**config.mk**
```make
export PLATFORM = sky130hd
export DESIGN_NAME = sirq_aggregator
export DESIGN_NICKNAME = d
export VERILOG_FILES = /design/src/rtl/sirq_pkg.sv /design/src/rtl/sirq_pend_bank.sv /design/src/rtl/sirq_port_mask.sv /design/src/rtl/sirq_aggregator.sv
export SDC_FILE = /design/constraint.sdc
export NUM_CORES = 1
export LEC_CHECK = 0
export BUFFER_PORTS_ARGS = -buffer_cell sky130_fd_sc_hd__buf_2
export CAP_MARGIN = 20
export CORE_MARGIN = 2
export CORE_UTILIZATION = 40
export DETAILED_ROUTE_END_ITERATION = 12
export HOLD_SLACK_MARGIN = 0.15
export PLACE_DENSITY = 0.66
export SETUP_SLACK_MARGIN = 0.02
export SYNTH_ARGS = -nofsm -noshare
export SYNTH_HDL_FRONTEND = slang
export SYNTH_SLANG_ARGS = --single-unit
```
**constraint.sdc**
```tcl
create_clock -name clk -period 1.37 [get_ports clk]
set_input_delay 0.137 -clock clk [delete_from_list [all_inputs] [get_ports clk]]
set_output_delay 0.137 -clock clk [all_outputs]
set_load 0.03 [all_outputs]
```
**src/rtl/sirq_pkg.sv**
```systemverilog
package sirq_pkg;

    localparam int NCLS = 4;            // aperiodic classes
    localparam int NPER = 4;            // periodic events per port
    localparam int NEVT = NCLS + NPER;  // events per port

    localparam int EV_MON_RX = 0;
    localparam int EV_MON_TX = 1;
    localparam int EV_CI_RX  = 2;
    localparam int EV_CI_TX  = 3;
    localparam int EV_B1_TX  = 4;
    localparam int EV_B1_RX  = 5;
    localparam int EV_B2_TX  = 6;
    localparam int EV_B2_RX  = 7;

    typedef struct packed {
        logic b2_en;
        logic b1_en;
        logic on;
    } port_cfg_t;

    typedef struct packed {
        logic [NEVT-1:0] evt_en;
        logic            ie;
    } port_icr_t;

    localparam int CFG_W = $bits(port_cfg_t);
    localparam int ICR_W = $bits(port_icr_t);

    // Events a port's configuration lets through
    function automatic logic [NEVT-1:0] cfg_gate(port_cfg_t c);
        logic [NEVT-1:0] g;
        g = {NEVT{c.on}};
        g[EV_B1_TX] = g[EV_B1_TX] & c.b1_en;
        g[EV_B1_RX] = g[EV_B1_RX] & c.b1_en;
        g[EV_B2_TX] = g[EV_B2_TX] & c.b2_en;
        g[EV_B2_RX] = g[EV_B2_RX] & c.b2_en;
        return g;
    endfunction

endpackage

```
**src/rtl/sirq_pend_bank.sv**
```systemverilog
module sirq_pend_bank #(
    parameter int W = 8
) (
    input  logic         clk,
    input  logic         rst,
    input  logic [W-1:0] set_i,
    input  logic [W-1:0] clr_i,
    output logic [W-1:0] pend_o
);

    always_ff @(posedge clk) begin
        if (rst) pend_o <= '0;
        else     pend_o <= (pend_o & ~clr_i) | set_i;
    end


    set_wins_chk: assert property (@(posedge clk) disable iff (rst)
        (|set_i) |=> ((pend_o & $past(set_i)) == $past(set_i)));


    clear_takes_chk: assert property (@(posedge clk) disable iff (rst)
        (|(clr_i & ~set_i)) |=> ((pend_o & $past(clr_i & ~set_i)) == '0));

endmodule

```
**src/rtl/sirq_port_mask.sv**
```systemverilog
module sirq_port_mask
    import sirq_pkg::*;
(
    input  port_cfg_t       cfg_i,
    input  port_icr_t       icr_i,
    output logic [NEVT-1:0] en_o
);

    always_comb begin
        en_o = cfg_gate(cfg_i) & icr_i.evt_en & {NEVT{icr_i.ie}};
    end

endmodule

```
**src/rtl/sirq_aggregator.sv**
```systemverilog
module sirq_aggregator
    import sirq_pkg::*;
#(
    parameter int NPORT = 4,
    parameter int AW    = 5,
    parameter int DW    = 16
) (
    input  logic                  clk,
    input  logic                  rst,
    input  logic [NPORT*NEVT-1:0] evt_i,
    input  logic                  rd_i,
    input  logic                  wr_i,
    input  logic [AW-1:0]         addr_i,
    input  logic [DW-1:0]         wdata_i,
    output logic [DW-1:0]         rdata_o,
    output logic                  irq_o
);

    localparam int A_AGG = 0;
    localparam int A_CLS = A_AGG + 1;
    localparam int A_PER = A_CLS + NCLS;
    localparam int A_CFG = A_PER + NPORT;
    localparam int A_ICR = A_CFG + NPORT;

    logic [NPORT*NEVT-1:0] pend;
    logic [NPORT*NEVT-1:0] en;
    logic [NPORT-1:0]      on_vec;
    port_cfg_t             cfg_q [NPORT];
    port_icr_t             icr_q [NPORT];

    for (genvar p = 0; p < NPORT; p++) begin : g_port
        port_cfg_t       cfg_r;
        port_icr_t       icr_r;
        logic [NEVT-1:0] clr;

        always_ff @(posedge clk) begin
            if (rst) begin
                cfg_r <= '0;
                icr_r <= '0;
            end else if (wr_i) begin
                if (addr_i == AW'(A_CFG + p)) cfg_r <= port_cfg_t'(wdata_i[CFG_W-1:0]);
                if (addr_i == AW'(A_ICR + p)) icr_r <= port_icr_t'(wdata_i[ICR_W-1:0]);
            end
        end

        always_comb begin
            for (int c = 0; c < NCLS; c++)
                clr[c] = rd_i && (addr_i == AW'(A_CLS + c));
            for (int k = 0; k < NPER; k++)
                clr[NCLS+k] = rd_i && (addr_i == AW'(A_PER + p));
        end

        sirq_pend_bank #(.W(NEVT)) i_bank (
            .clk    (clk),
            .rst    (rst),
            .set_i  (evt_i[p*NEVT +: NEVT]),
            .clr_i  (clr),
            .pend_o (pend[p*NEVT +: NEVT])
        );

        sirq_port_mask i_mask (
            .cfg_i (cfg_r),
            .icr_i (icr_r),
            .en_o  (en[p*NEVT +: NEVT])
        );

        assign cfg_q[p]  = cfg_r;
        assign icr_q[p]  = icr_r;
        assign on_vec[p] = cfg_r.on;
    end

    assign irq_o = |(pend & en);

    always_comb begin
        rdata_o = '0;
        if (addr_i == AW'(A_AGG)) begin
            for (int c = 0; c < NCLS; c++)
                for (int p = 0; p < NPORT; p++)
                    rdata_o[c*NPORT+p] = pend[p*NEVT+c];
        end
        for (int c = 0; c < NCLS; c++)
            if (addr_i == AW'(A_CLS + c))
                for (int p = 0; p < NPORT; p++)
                    rdata_o[p] = pend[p*NEVT+c];
        for (int p = 0; p < NPORT; p++) begin
            if (addr_i == AW'(A_PER + p)) rdata_o[NPER-1:0]  = pend[p*NEVT+NCLS +: NPER];
            if (addr_i == AW'(A_CFG + p)) rdata_o[CFG_W-1:0] = cfg_q[p];
            if (addr_i == AW'(A_ICR + p)) rdata_o[ICR_W-1:0] = icr_q[p];
        end
    end


    summary_read_keeps_chk: assert property (@(posedge clk) disable iff (rst)
        (rd_i && addr_i == AW'(A_AGG)) |=> ((pend & $past(pend)) == $past(pend)));


    write_keeps_pend_chk: assert property (@(posedge clk) disable iff (rst)
        (wr_i && !rd_i) |=> ((pend & $past(pend)) == $past(pend)));


    all_off_quiet_chk: assert property (@(posedge clk) disable iff (rst)
        (on_vec == '0) |-> !irq_o);


    irq_needs_pend_chk: assert property (@(posedge clk) disable iff (rst)
        irq_o |-> (|pend));

endmodule

```
==> results of run 1 <==
[cells by family after synthesis]
family,after synthesis
multiplexers,26
buffers and inverters,39
AND/OR/NAND/NOR,238
flip-flops,80
AO/OA/AOI/OAI,136
[layer usage]
metal | vias to the layer above | share of wire, % | wire (µm)
met5 | - | 0 | 0
met4 | 0 | 2.8 | 473
met3 | 37 | 7.9 | 1320
met2 | 233 | 46 | 7780
met1 | 2270 | 43 | 7200
li1 | 2273 | - | -
[metrics by stage]
step / utilization (%) / setup TNS, ns
after floorplan: - / -0.256
after global placement: 53.6 / -25.99
after detailed placement: 53.6 / -25.95
after CTS: 63.4 / -3.89
after global routing: 64.0 / -4.46
final: 64.0 / -3.75
[flip-flops by register name, indices dropped and copies added (netlist names)]
signal / count
cfg_q: 12
g_port.icr_r: 36
g_port.i_bank.pend_o: 32
[worst register-to-register path, delay by kind of cell, from the launching register on]
kind             cells  cell delay [ns]
AO/OA/AOI/OAI        1             0.12
flip-flops           1             0.48
AND/OR/NAND/NOR      1             0.13
[Yosys cell counts (2+ instances only)]
cell type / instances / share of area [%]
and2_1: 7 / 1.1
or3_1: 2 / 0.30
nor4_1: 3 / 0.45
nand3b_1: 2 / 0.36
mux2i_1: 23 / 5.6
o31ai_1: 2 / 0.36
a21oi_1: 70 / 8.5
a22oi_1: 19 / 3.5
nand4_1: 7 / 1.1
nor3b_2: 2 / 0.61
mux2_1: 2 / 0.55
nor4b_1: 2 / 0.42
dfxtp_1: 80 / 39
o31a_1: 2 / 0.42
nand3_1: 51 / 6.2
buf_4: 7 / 1.3
a22o_1: 8 / 1.7
a32o_1: 3 / 0.73
nor3_1: 8 / 0.97
clkbuf_1: 16 / 1.5
nand2_1: 55 / 5.0
o22ai_1: 4 / 0.61
a32oi_1: 2 / 0.42
o21ai_0: 10 / 1.2
nand2b_1: 9 / 1.4
inv_1: 2 / 0.18
nor2_1: 71 / 6.5
o211ai_1: 3 / 0.55
buf_2: 12 / 1.5
nor3_4: 3 / 1.2
a211oi_1: 4 / 0.73
nor2b_1: 5 / 0.76
[how the worst max path moves through the flow]
stage,to,slack (ns),start
6_report,rdata_o[1],-0.71,cfg_q[10]$_SDFFE_PP0P_
5_1_grt,rdata_o[1],-0.75,cfg_q[10]$_SDFFE_PP0P_
4_1_cts,rdata_o[1],-0.70,cfg_q[10]$_SDFFE_PP0P_
3_5_place_dp,rdata_o[8],-0.52,addr_i[2]
3_3_place_gp,rdata_o[8],-0.54,addr_i[2]
2_1_floorplan,rdata_o[1],-0.14,cfg_q[10]$_SDFFE_PP0P_
[cell type report]
| cell class | count | area (µm²) | area share, % |
|---|---|---|---|
| clock buffer | 11 | 131 | 2.02 |
| inverter | 2 | 7.51 | 0.115 |
| multi-input combinational | 400 | 2580 | 39.6 |
| sequential | 80 | 1620 | 24.9 |
| clock inverter | 5 | 57.6 | 0.883 |
| timing repair buffer | 227 | 1950 | 29.9 |
| tap | 136 | 170 | 2.61 |
[power by group through the flow]
stage               registers, mW  logic (mW)  clock network, mW
floorplan                    2.50       0.428                  0
global placement             2.54       0.839                  0
detailed placement           2.54       0.841                  0
CTS                          2.49        1.01               1.77
global route                 2.50        1.11               1.86
finish                       2.49        1.04               1.73
[what timing repair did]
action / in CTS / in global routing
endpoints found under the hold margin: 67 / 0
hold buffers: 42 / 0
buffers inserted: 10 / 2
pin swaps: 39 / 8
gates resized for setup: 104 / 14
setup endpoints to repair: 28 / 40
==> impl_metrics.json, run 1 <==
{
  "status": "finished with violations",
  "violations": "negative setup slack",
  "clock_latency_ns": 0.36,
  "via_per_inst": 5.59,
  "cap_violations": 0,
  "antenna_found_initial": 0,
  "fin_skew_ns": 0,
  "grt_max_degree": 42,
  "route.detailed.drc": 0,
  "avgSynthCellArea_um2": 7.95,
  "min_to": "g_port[0].i_bank.pend_o[5]$_SDFF_PP0_",
  "synth-edff-count": 0,
  "rsz0062_at_grt": "true",
  "grt_pass1_wl_um": 26000,
  "crit_fanout": 2,
  "worst_pin_slew_ns": 0.451,
  "ys_ff_latch": 80,
  "slowest_stage": "o32a_2",
  "diodes": 0,
  "syn_nets": 576,
  "final_cell_mix": "buf_4 (97), nor2_1 (70), dfxtp_1 (67)",
  "total_power_mw": 5.27,
  "yosys.area_share.simple_pct": 29.2,
  "max_slew_margin_pct": 69.9,
  "dp_hpwl_um": 12600,
  "path_delay_family": "compound AO/OA/AOI/OAI gates",
  "gr-usage-met2_pct": 49.9,
  "r2r_start": "g_port[1].i_bank.pend_o[7]$_SDFF_PP0_",
  "initial_core_util_pct": 40.5,
  "min-delay-path-class": "in -> reg",
  "endpoint_kind": "output port",
  "path_depth": 6,
  "timing.fmax_mhz": 482,
  "synthArstFlopShare_pct": 0,
  "worst_setup_path_start_kind": "flip-flop",
  "tritoncts": "yes",
  "clock_power_share_pct": 32.9,
  "finalSetupViolations": 17,
  "seq_power_share_pct": 47.3,
  "layout-drive-gt1-share_pct": 38.3,
  "syn_inst": 519,
  "finalMaxSlewViolations": 0,
  "fillers": 895,
  "die_y_um": 106,
  "swShare_pct": 28.3,
  "reg2reg_slack_ns": 0.57,
  "design_area_um2": 6520,
  "synth_xor_area_share_pct": 0,
  "final_nets": 777,
  "critPathRequiredTime_ns": 1.23,
  "core_area_um2": 10200,
  "grt_use_met3_pct": 4.82,
  "wl_um": 16800,
  "pre_cts_ws_ns": -0.523,
  "post_drt_wl_per_cell_um": 19.5,
  "placed_area_um2": 5460,
  "seq_area_frac_synth_pct": 38.8,
  "holdPathStages": 4,
  "min_period_ns": 2.08,
  "antenna_left": 0,
  "reg2reg_depth": 2,
  "grt_busiest_layer": "met2",
  "cp_data_arrival_time_ns": 1.94,
  "numCtsBuffers": 9,
  "crit_chain": "mux2_4, a32oi_2, a32o_2, a21oi_1, o32a_2, buf_6",
  "netlist_area_um2": 4130,
  "synth_fa_ha_area_share_pct": 0,
  "worstHoldStart": "rd_i",
  "cts_root_buf": "clkbuf_8",
  "clk_pin_slew_worst_paths_ns": 0.08,
  "synth_flop_cell": "dfxtp_1",
  "via_count": 4813,
  "port_buffers": 66,
  "grt-ovfl-total": 0,
  "r2r-end": "g_port[1].i_bank.pend_o[7]$_SDFF_PP0_",
  "layout.cells.non_filler": 861,
  "grt_pass1_vias": 4618,
  "whs_ns": 0.235,
  "syn_to_final_growth_pct": 57.9,
  "gp_congestion": 0.958,
  "fin_crit_sh_pct": 152,
  "p_int_mw": 3.78,
  "core.rowCount": 37,
  "ir_drop_uv": 605,
  "critical_path_class": "reg -> out",
  "cts.sinks": 80,
  "layout_commonest_cell": "buf_4",
  "drt_pass1_iterations": 5,
  "synth_compound_area_share_pct": 20.6,
  "power.density_nw_per_um2": 809,
  "combPwrFrac_pct": 19.8,
  "slowest_delay_ns": 0.36,
  "clk_path_buf_depth": 2,
  "ioPinCount": 74,
  "die_w_um": 106,
  "crit_buf_inv": 1,
  "globalRouteTotalUtil_pct": 31.0,
  "met1_usage_pct": 42.2,
  "layout_setup_ws_ns": -0.706,
  "switchingPower_mw": 1.49,
  "ys_warn_count": 0,
  "synth_top_family_by_area": "simple AND/OR/NAND/NOR gates",
  "dp_cells": 795,
  "synth_mux_area_share_pct": 6.67,
  "htreeDepth": 3,
  "hold_viol": 0,
  "die_area_um2": 11100,
  "ys_types": 55,
  "drt-initial-drc-count": 378,
  "p_leak_nw": 2.82
}
Note: power is estimated with default switching activity, not from simulation.
==> inputs of run 2 (changes only) <==
--- a/config.mk
+++ b/config.mk
@@ -11,8 +11,9 @@
 export CORE_UTILIZATION = 40
 export DETAILED_ROUTE_END_ITERATION = 12
 export HOLD_SLACK_MARGIN = 0.15
-export PLACE_DENSITY = 0.66
+export PLACE_DENSITY = 0.65
 export SETUP_SLACK_MARGIN = 0.02
 export SYNTH_ARGS = -nofsm -noshare
 export SYNTH_HDL_FRONTEND = slang
+export SYNTH_HIERARCHICAL = 1
 export SYNTH_SLANG_ARGS = --single-unit
==> impl_metrics.json, run 2 <==
{
  "status": "finished with violations",
  "violations": "negative setup slack",
  "seq_area_frac_synth_pct": 33.1,
  "route.detailed.drc": 0,
  "core.rowCount": 40,
  "reg2reg_slack_ns": 0.48,
  "core_area_um2": 11900,
  "cts_root_buf": "clkbuf_16",
  "die_y_um": 114,
  "power.density_nw_per_um2": 832,
  "reg2reg_depth": 3,
  "initial_core_util_pct": 40.6,
  "crit_fanout": 10,
  "drt-initial-drc-count": 330,
  "seq_area_um2": 1650,
  "layout_setup_ws_ns": -0.740,
  "yosysTopAreaCell": "dfxtp_1",
  "synth_flop_cell": "dfxtp_1",
  "finalSetupViolations": 10,
  "synthTopCellsByCount": "dfxtp_1 (80), nor2_1 (47), mux2i_1 (36)",
  "switchingPower_mw": 1.70,
  "largest_reg_flops": 36,
  "netlist_area_um2": 4840,
  "timing.fmax_mhz": 474,
  "placed_area_um2": 6420,
  "design_area_um2": 7580,
  "cp_data_arrival_time_ns": 1.97,
  "avgSynthCellArea_um2": 8.91,
  "via_count": 5135,
  "min_to": "g_port[3].icr_r[3]$_SDFFE_PP0P_",
  "min_period_ns": 2.11,
  "syn_nets": 600,
  "dp_cells": 867,
  "p_leak_nw": 3.49,
  "endpoint_kind": "output port",
  "synth_area_leaders": "dfxtp_1 (33%), nand2b_4 (9.1%), mux2i_1 (7.4%), a21oi_2 (5.8%), a22oi_1 (4.0%)",
  "clk_path_buf_depth": 2,
  "syn_to_final_growth_pct": 56.5,
  "clk_pin_slew_worst_paths_ns": 0.06,
  "diodes": 0,
  "final_cell_mix": "buf_4 (140), dfxtp_1 (59), buf_2 (47)",
  "ir_drop_uv": 573,
  "synth-edff-count": 0,
  "r2r-end": "g_port[0].i_bank/pend_o[2]$_SDFF_PP0_",
  "pre_cts_ws_ns": -0.529,
  "htreeDepth": 3,
  "numCtsBuffers": 9,
  "combPwrFrac_pct": 18.8,
  "cts.sinks": 80,
  "ys_ff_latch": 80,
  "regMostFlops": "g_port.icr_r",
  "synth_most_common_cell": "dfxtp_1",
  "post_drt_wl_per_cell_um": 19.9,
  "r2r_start": "g_port[0].i_bank/pend_o[2]$_SDFF_PP0_",
  "port_buffers": 66,
  "antenna_found_initial": 0,
  "layout_commonest_cell": "buf_4",
  "swShare_pct": 27.0,
  "ys_warn_count": 6,
  "synthArstFlopShare_pct": 0,
  "antenna_left": 0,
  "drt_pass1_iterations": 5,
  "fillers": 969,
  "grt_max_degree": 81,
  "holdPathStages": 3,
  "worst_pin_slew_ns": 0.451,
  "finalMaxSlewViolations": 0,
  "globalRouteTotalUtil_pct": 29.5,
  "grt_pass1_wl_um": 28600,
  "die_area_um2": 13000,
  "grt-ovfl-total": 0,
  "clock_latency_ns": 0.35,
  "multi_input_area_um2": 3220,
  "via_per_inst": 5.53,
  "layout.cells.non_filler": 929,
  "seq_power_share_pct": 39.7,
  "wl_um": 18500,
  "syn_inst": 543,
  "final_nets": 835,
  "die_w_um": 114,
  "critical_path_class": "reg -> out",
  "worstHoldStart": "wr_i",
  "rsz0062_at_grt": "true",
  "tritoncts": "yes",
  "ys_types": 63,
  "hold_viol": 0,
  "critPathRequiredTime_ns": 1.23,
  "max_slew_margin_pct": 69.2,
  "dp_hpwl_um": 13700,
  "min-delay-path-class": "in -> reg",
  "fin_skew_ns": 0,
  "grt_pass1_vias": 5135,
  "ioPinCount": 74,
  "worst_setup_path_start_kind": "flip-flop",
  "yosysTopAreaCellShare_pct": 33.1,
  "setup_tns_ns": -3.66,
  "fin_crit_sh_pct": 154,
  "gp_congestion": 0.989,
  "cap_violations": 0,
  "p_int_mw": 4.60,
  "layout-drive-gt1-share_pct": 51.2,
  "clock_power_share_pct": 41.5
}
==> run 2: changes by cell type in the layout (fill, tap and decap cells not counted), moves of 22 or more <==
cell,previous run,this run
a21oi_1,65,20
a21oi_2,5,33
buf_4,97,140
inv_1,2,35
nand2_1,52,30
nand2b_4,3,33
nand3_1,42,20
nor2_1,70,44
==> run 2: repair_timing <==
item                       4_1_cts  5_1_grt
setup buffers                    2        3
resized for setup               91       16
hold buffers                    41        0
setup endpoints to repair       26       17
hold endpoints to repair        62        0
pin swaps                       23        8
cloned                           1        0
==> run 2: area by class of cell <==
type,count,area share [%]
clock buffers,10,3.02
clock inverters,5,1.07
inverters,35,1.73
multi-input cells,395,42.5
flip-flops and latches,80,21.7
well taps,147,2.43
repair buffers,257,27.5
==> run 2: worst max path at each step <==
stage | start | end | slack (ns) | cells after the start
4_1_cts | g_port[1].icr_r[0]$_SDFFE_PP0P_ | irq_o | -0.70 | 6
6_report | g_port[0].icr_r[0]$_SDFFE_PP0P_ | irq_o | -0.74 | 5
2_1_floorplan | addr_i[2] | rdata_o[2] | -0.16 | 7
3_5_place_dp | addr_i[4] | rdata_o[2] | -0.53 | 6
5_1_grt | cfg_q[9]$_SDFFE_PP0P_ | irq_o | -0.77 | 5
3_3_place_gp | addr_i[4] | rdata_o[2] | -0.54 | 6
==> run 2: critical path: stages (launching register included) <==
cell     delay, ns
dfxtp_4       0.38
and3_2        0.21
a22oi_2       0.20
nand4_1       0.12
or4_4         0.56
buf_6         0.16
==> run 2: through the flow <==
| step | total power, mW | utilization [%] | hold slack (ns) |
|---|---|---|---|
| final | 6.30 | 63.6 | 0.180 |
| after CTS | 6.30 | 62.9 | 0.157 |
| after floorplan | 3.08 | - | 0.273 |
| after global routing | 6.51 | 63.6 | 0.195 |
| after global placement | 3.52 | 53.9 | 0.370 |
| after detailed placement | 3.54 | 53.9 | 0.377 |
==> run 2: metal layers <==
| layer | part of all wire (%) | GRT usage, % | up-vias |
|---|---|---|---|
| met4 | 2.7 | 10.7 | 0 |
| met1 | 43 | 39.3 | 2476 |
| met2 | 48 | 49.1 | 192 |
| met5 | 0 | 0 | - |
| li1 | - | - | 2431 |
| met3 | 5.6 | 3.45 | 36 |
==> run 2: kinds of logic after synthesis <==
logic type / Yosys count / synth area share (%)
flops: 80 / 33.1
compound gates: 124 / 19.0
simple gates: 231 / 32.3
mux: 40 / 8.38
buf+inv: 68 / 7.16
==> run 2: power groups by stage <==
stage,Combinational (mW),Clock (mW),Sequential [mW]
3_3_place_gp,0.968,0,2.56
3_5_place_dp,0.984,0,2.55
2_1_floorplan,0.539,0,2.54
5_1_grt,1.26,2.74,2.51
4_1_cts,1.15,2.65,2.51
6_report,1.19,2.62,2.50
==> inputs of run 3 (changes only) <==
--- a/config.mk
+++ b/config.mk
@@ -8,10 +8,11 @@
 export BUFFER_PORTS_ARGS = -buffer_cell sky130_fd_sc_hd__buf_2
 export CAP_MARGIN = 20
 export CORE_MARGIN = 2
-export CORE_UTILIZATION = 40
+export CORE_UTILIZATION = 54
+export CTS_BUF_LIST = sky130_fd_sc_hd__clkbuf_4
 export DETAILED_ROUTE_END_ITERATION = 12
 export HOLD_SLACK_MARGIN = 0.15
-export PLACE_DENSITY = 0.65
+export PLACE_DENSITY = 0.82
 export SETUP_SLACK_MARGIN = 0.02
 export SYNTH_ARGS = -nofsm -noshare
 export SYNTH_HDL_FRONTEND = slang
==> impl_metrics.json, run 3 (synthesized netlist as in run 2, its figures left out) <==
{
  "status": "finished with violations",
  "violations": "negative setup slack",
  "finalSetupViolations": 10,
  "dp_cells": 823,
  "final_nets": 837,
  "critical_path_class": "reg -> out",
  "ir_drop_uv": 651,
  "layout_commonest_cell": "buf_4",
  "p_leak_nw": 3.45,
  "power.density_nw_per_um2": 707,
  "drt_pass1_iterations": 6,
  "core.rowCount": 34,
  "core_area_um2": 8720,
  "r2r_start": "g_port[0].i_bank/pend_o[7]$_SDFF_PP0_",
  "ioPinCount": 74,
  "die_y_um": 98.7,
  "grt_pass1_vias": 5591,
  "port_buffers": 66,
  "seq_power_share_pct": 46.9,
  "grt_pass1_wl_um": 30700,
  "antenna_found_initial": 1,
  "crit_fanout": 10,
  "regMostFlops": "g_port.icr_r",
  "dp_hpwl_um": 13400,
  "die_w_um": 98.7,
  "worst_setup_path_start_kind": "flip-flop",
  "clk_pin_slew_worst_paths_ns": 0.15,
  "layout-drive-gt1-share_pct": 53.1,
  "numCtsBuffers": 9,
  "endpoint_kind": "output port",
  "fin_skew_ns": 0,
  "min-delay-path-class": "in -> reg",
  "die_area_um2": 9740,
  "globalRouteTotalUtil_pct": 40.7,
  "antenna_left": 0,
  "layout_setup_ws_ns": -0.867,
  "reg2reg_slack_ns": 0.46,
  "finalMaxSlewViolations": 0,
  "total_power_mw": 5.34,
  "syn_to_final_growth_pct": 56.2,
  "min_period_ns": 2.24,
  "timing.fmax_mhz": 447,
  "max_slew_margin_pct": 70.5,
  "critPathRequiredTime_ns": 1.23,
  "fillers": 474,
  "drt-initial-drc-count": 615,
  "layout.cells.non_filler": 894,
  "worstHoldStart": "rst",
  "cts_root_buf": "clkbuf_4",
  "final_util_pct": 86.7,
  "holdPathStages": 3,
  "fin_crit_sh_pct": 163,
  "post_drt_wl_per_cell_um": 22.1,
  "tritoncts": "yes",
  "final_cell_mix": "buf_4 (131), dfxtp_1 (55), nor2_1 (43), buf_2 (43), dlygate4sd3_1 (42)",
  "wl_um": 19700,
  "initial_core_util_pct": 55.5,
  "pre_cts_ws_ns": -0.537,
  "cts.sinks": 80,
  "via_per_inst": 6.11,
  "route.detailed.drc": 0,
  "rsz0062_at_grt": "true",
  "clk_path_buf_depth": 2,
  "clock_power_share_pct": 29.4,
  "swShare_pct": 32.0,
  "clock_latency_ns": 0.43,
  "combPwrFrac_pct": 23.7,
  "gp_congestion": 1.04,
  "via_count": 5465,
  "hold_viol": 0,
  "p_int_mw": 3.63,
  "worst_pin_slew_ns": 0.431,
  "r2r-end": "g_port[0].i_bank/pend_o[7]$_SDFF_PP0_",
  "htreeDepth": 3,
  "switchingPower_mw": 1.71,
  "min_to": "g_port[0].i_bank/pend_o[1]$_SDFF_PP0_",
  "reg2reg_depth": 3,
  "grt-ovfl-total": 0,
  "cp_data_arrival_time_ns": 2.10,
  "cap_violations": 0,
  "grt_max_degree": 81,
  "largest_reg_flops": 36
}
run 3: critical path, stage by stage (launching register included):
cell     delay (ns)
dfxtp_4        0.42
and3_2         0.22
a22oi_2        0.20
nand4_1        0.16
or4_4          0.52
buf_6          0.15
run 3: how the worst max path moves through the flow:
stage	from	endpoint	slack [ns]
floorplan	addr_i[2]	rdata_o[2]	-0.16
global placement	addr_i[3]	rdata_o[1]	-0.54
detailed placement	addr_i[3]	rdata_o[1]	-0.54
CTS	g_port[0].icr_r[0]$_SDFFE_PP0P_	irq_o	-0.84
global route	g_port[0].icr_r[0]$_SDFFE_PP0P_	irq_o	-0.91
finish	g_port[0].icr_r[0]$_SDFFE_PP0P_	irq_o	-0.87
run 3: timing repair:
item,CTS,global route
gates resized for setup,114,32
endpoints found under the hold margin,80,0
hold buffers,42,0
endpoints found under the setup margin,17,29
pin swaps,18,11
gates cloned,3,0
setup buffers,8,9
run 3: power groups by stage:
stage | combinational (mW) | sequential [mW] | clock (mW)
2_1_floorplan | 0.539 | 2.54 | 0
3_5_place_dp | 0.982 | 2.55 | 0
4_1_cts | 1.19 | 2.50 | 1.57
5_1_grt | 1.33 | 2.51 | 1.65
3_3_place_gp | 0.968 | 2.56 | 0
6_report | 1.27 | 2.51 | 1.57
run 3: stage by stage:
stage	area (µm²)	hold WS (ns)	TNS (ns)
2_1_floorplan	5060	0.273	-0.675
3_3_place_gp	6350	0.371	-25.52
3_5_place_dp	6350	0.379	-27.19
4_1_cts	7390	0.203	-4.62
5_1_grt	7560	0.222	-5.35
6_report	7560	0.224	-4.74
run 3: cell type report:
type	instances	area [µm²]	area share (%)
Multi-Input combinational cell	395	3280	43.4
Timing Repair Buffer	259	2200	29.1
Sequential cell	80	1660	22.0
Tap cell	108	135	1.79
Inverter	35	131	1.74
Clock inverter	7	77.6	1.03
Clock buffer	9	67.6	0.894
Antenna cell	1	2.50	0.0331
run 3: metal layers:
metal  track usage (%)  vias up  wire length (µm)  part of all wire, %
li1                  -     2431                 -                    -
met1              52.1     2574              7570                   38
met2              67.1      377              9260                   47
met3              7.80       83              1950                  9.9
met4              17.1        0               938                  4.8
met5                 0        -                 0                    0
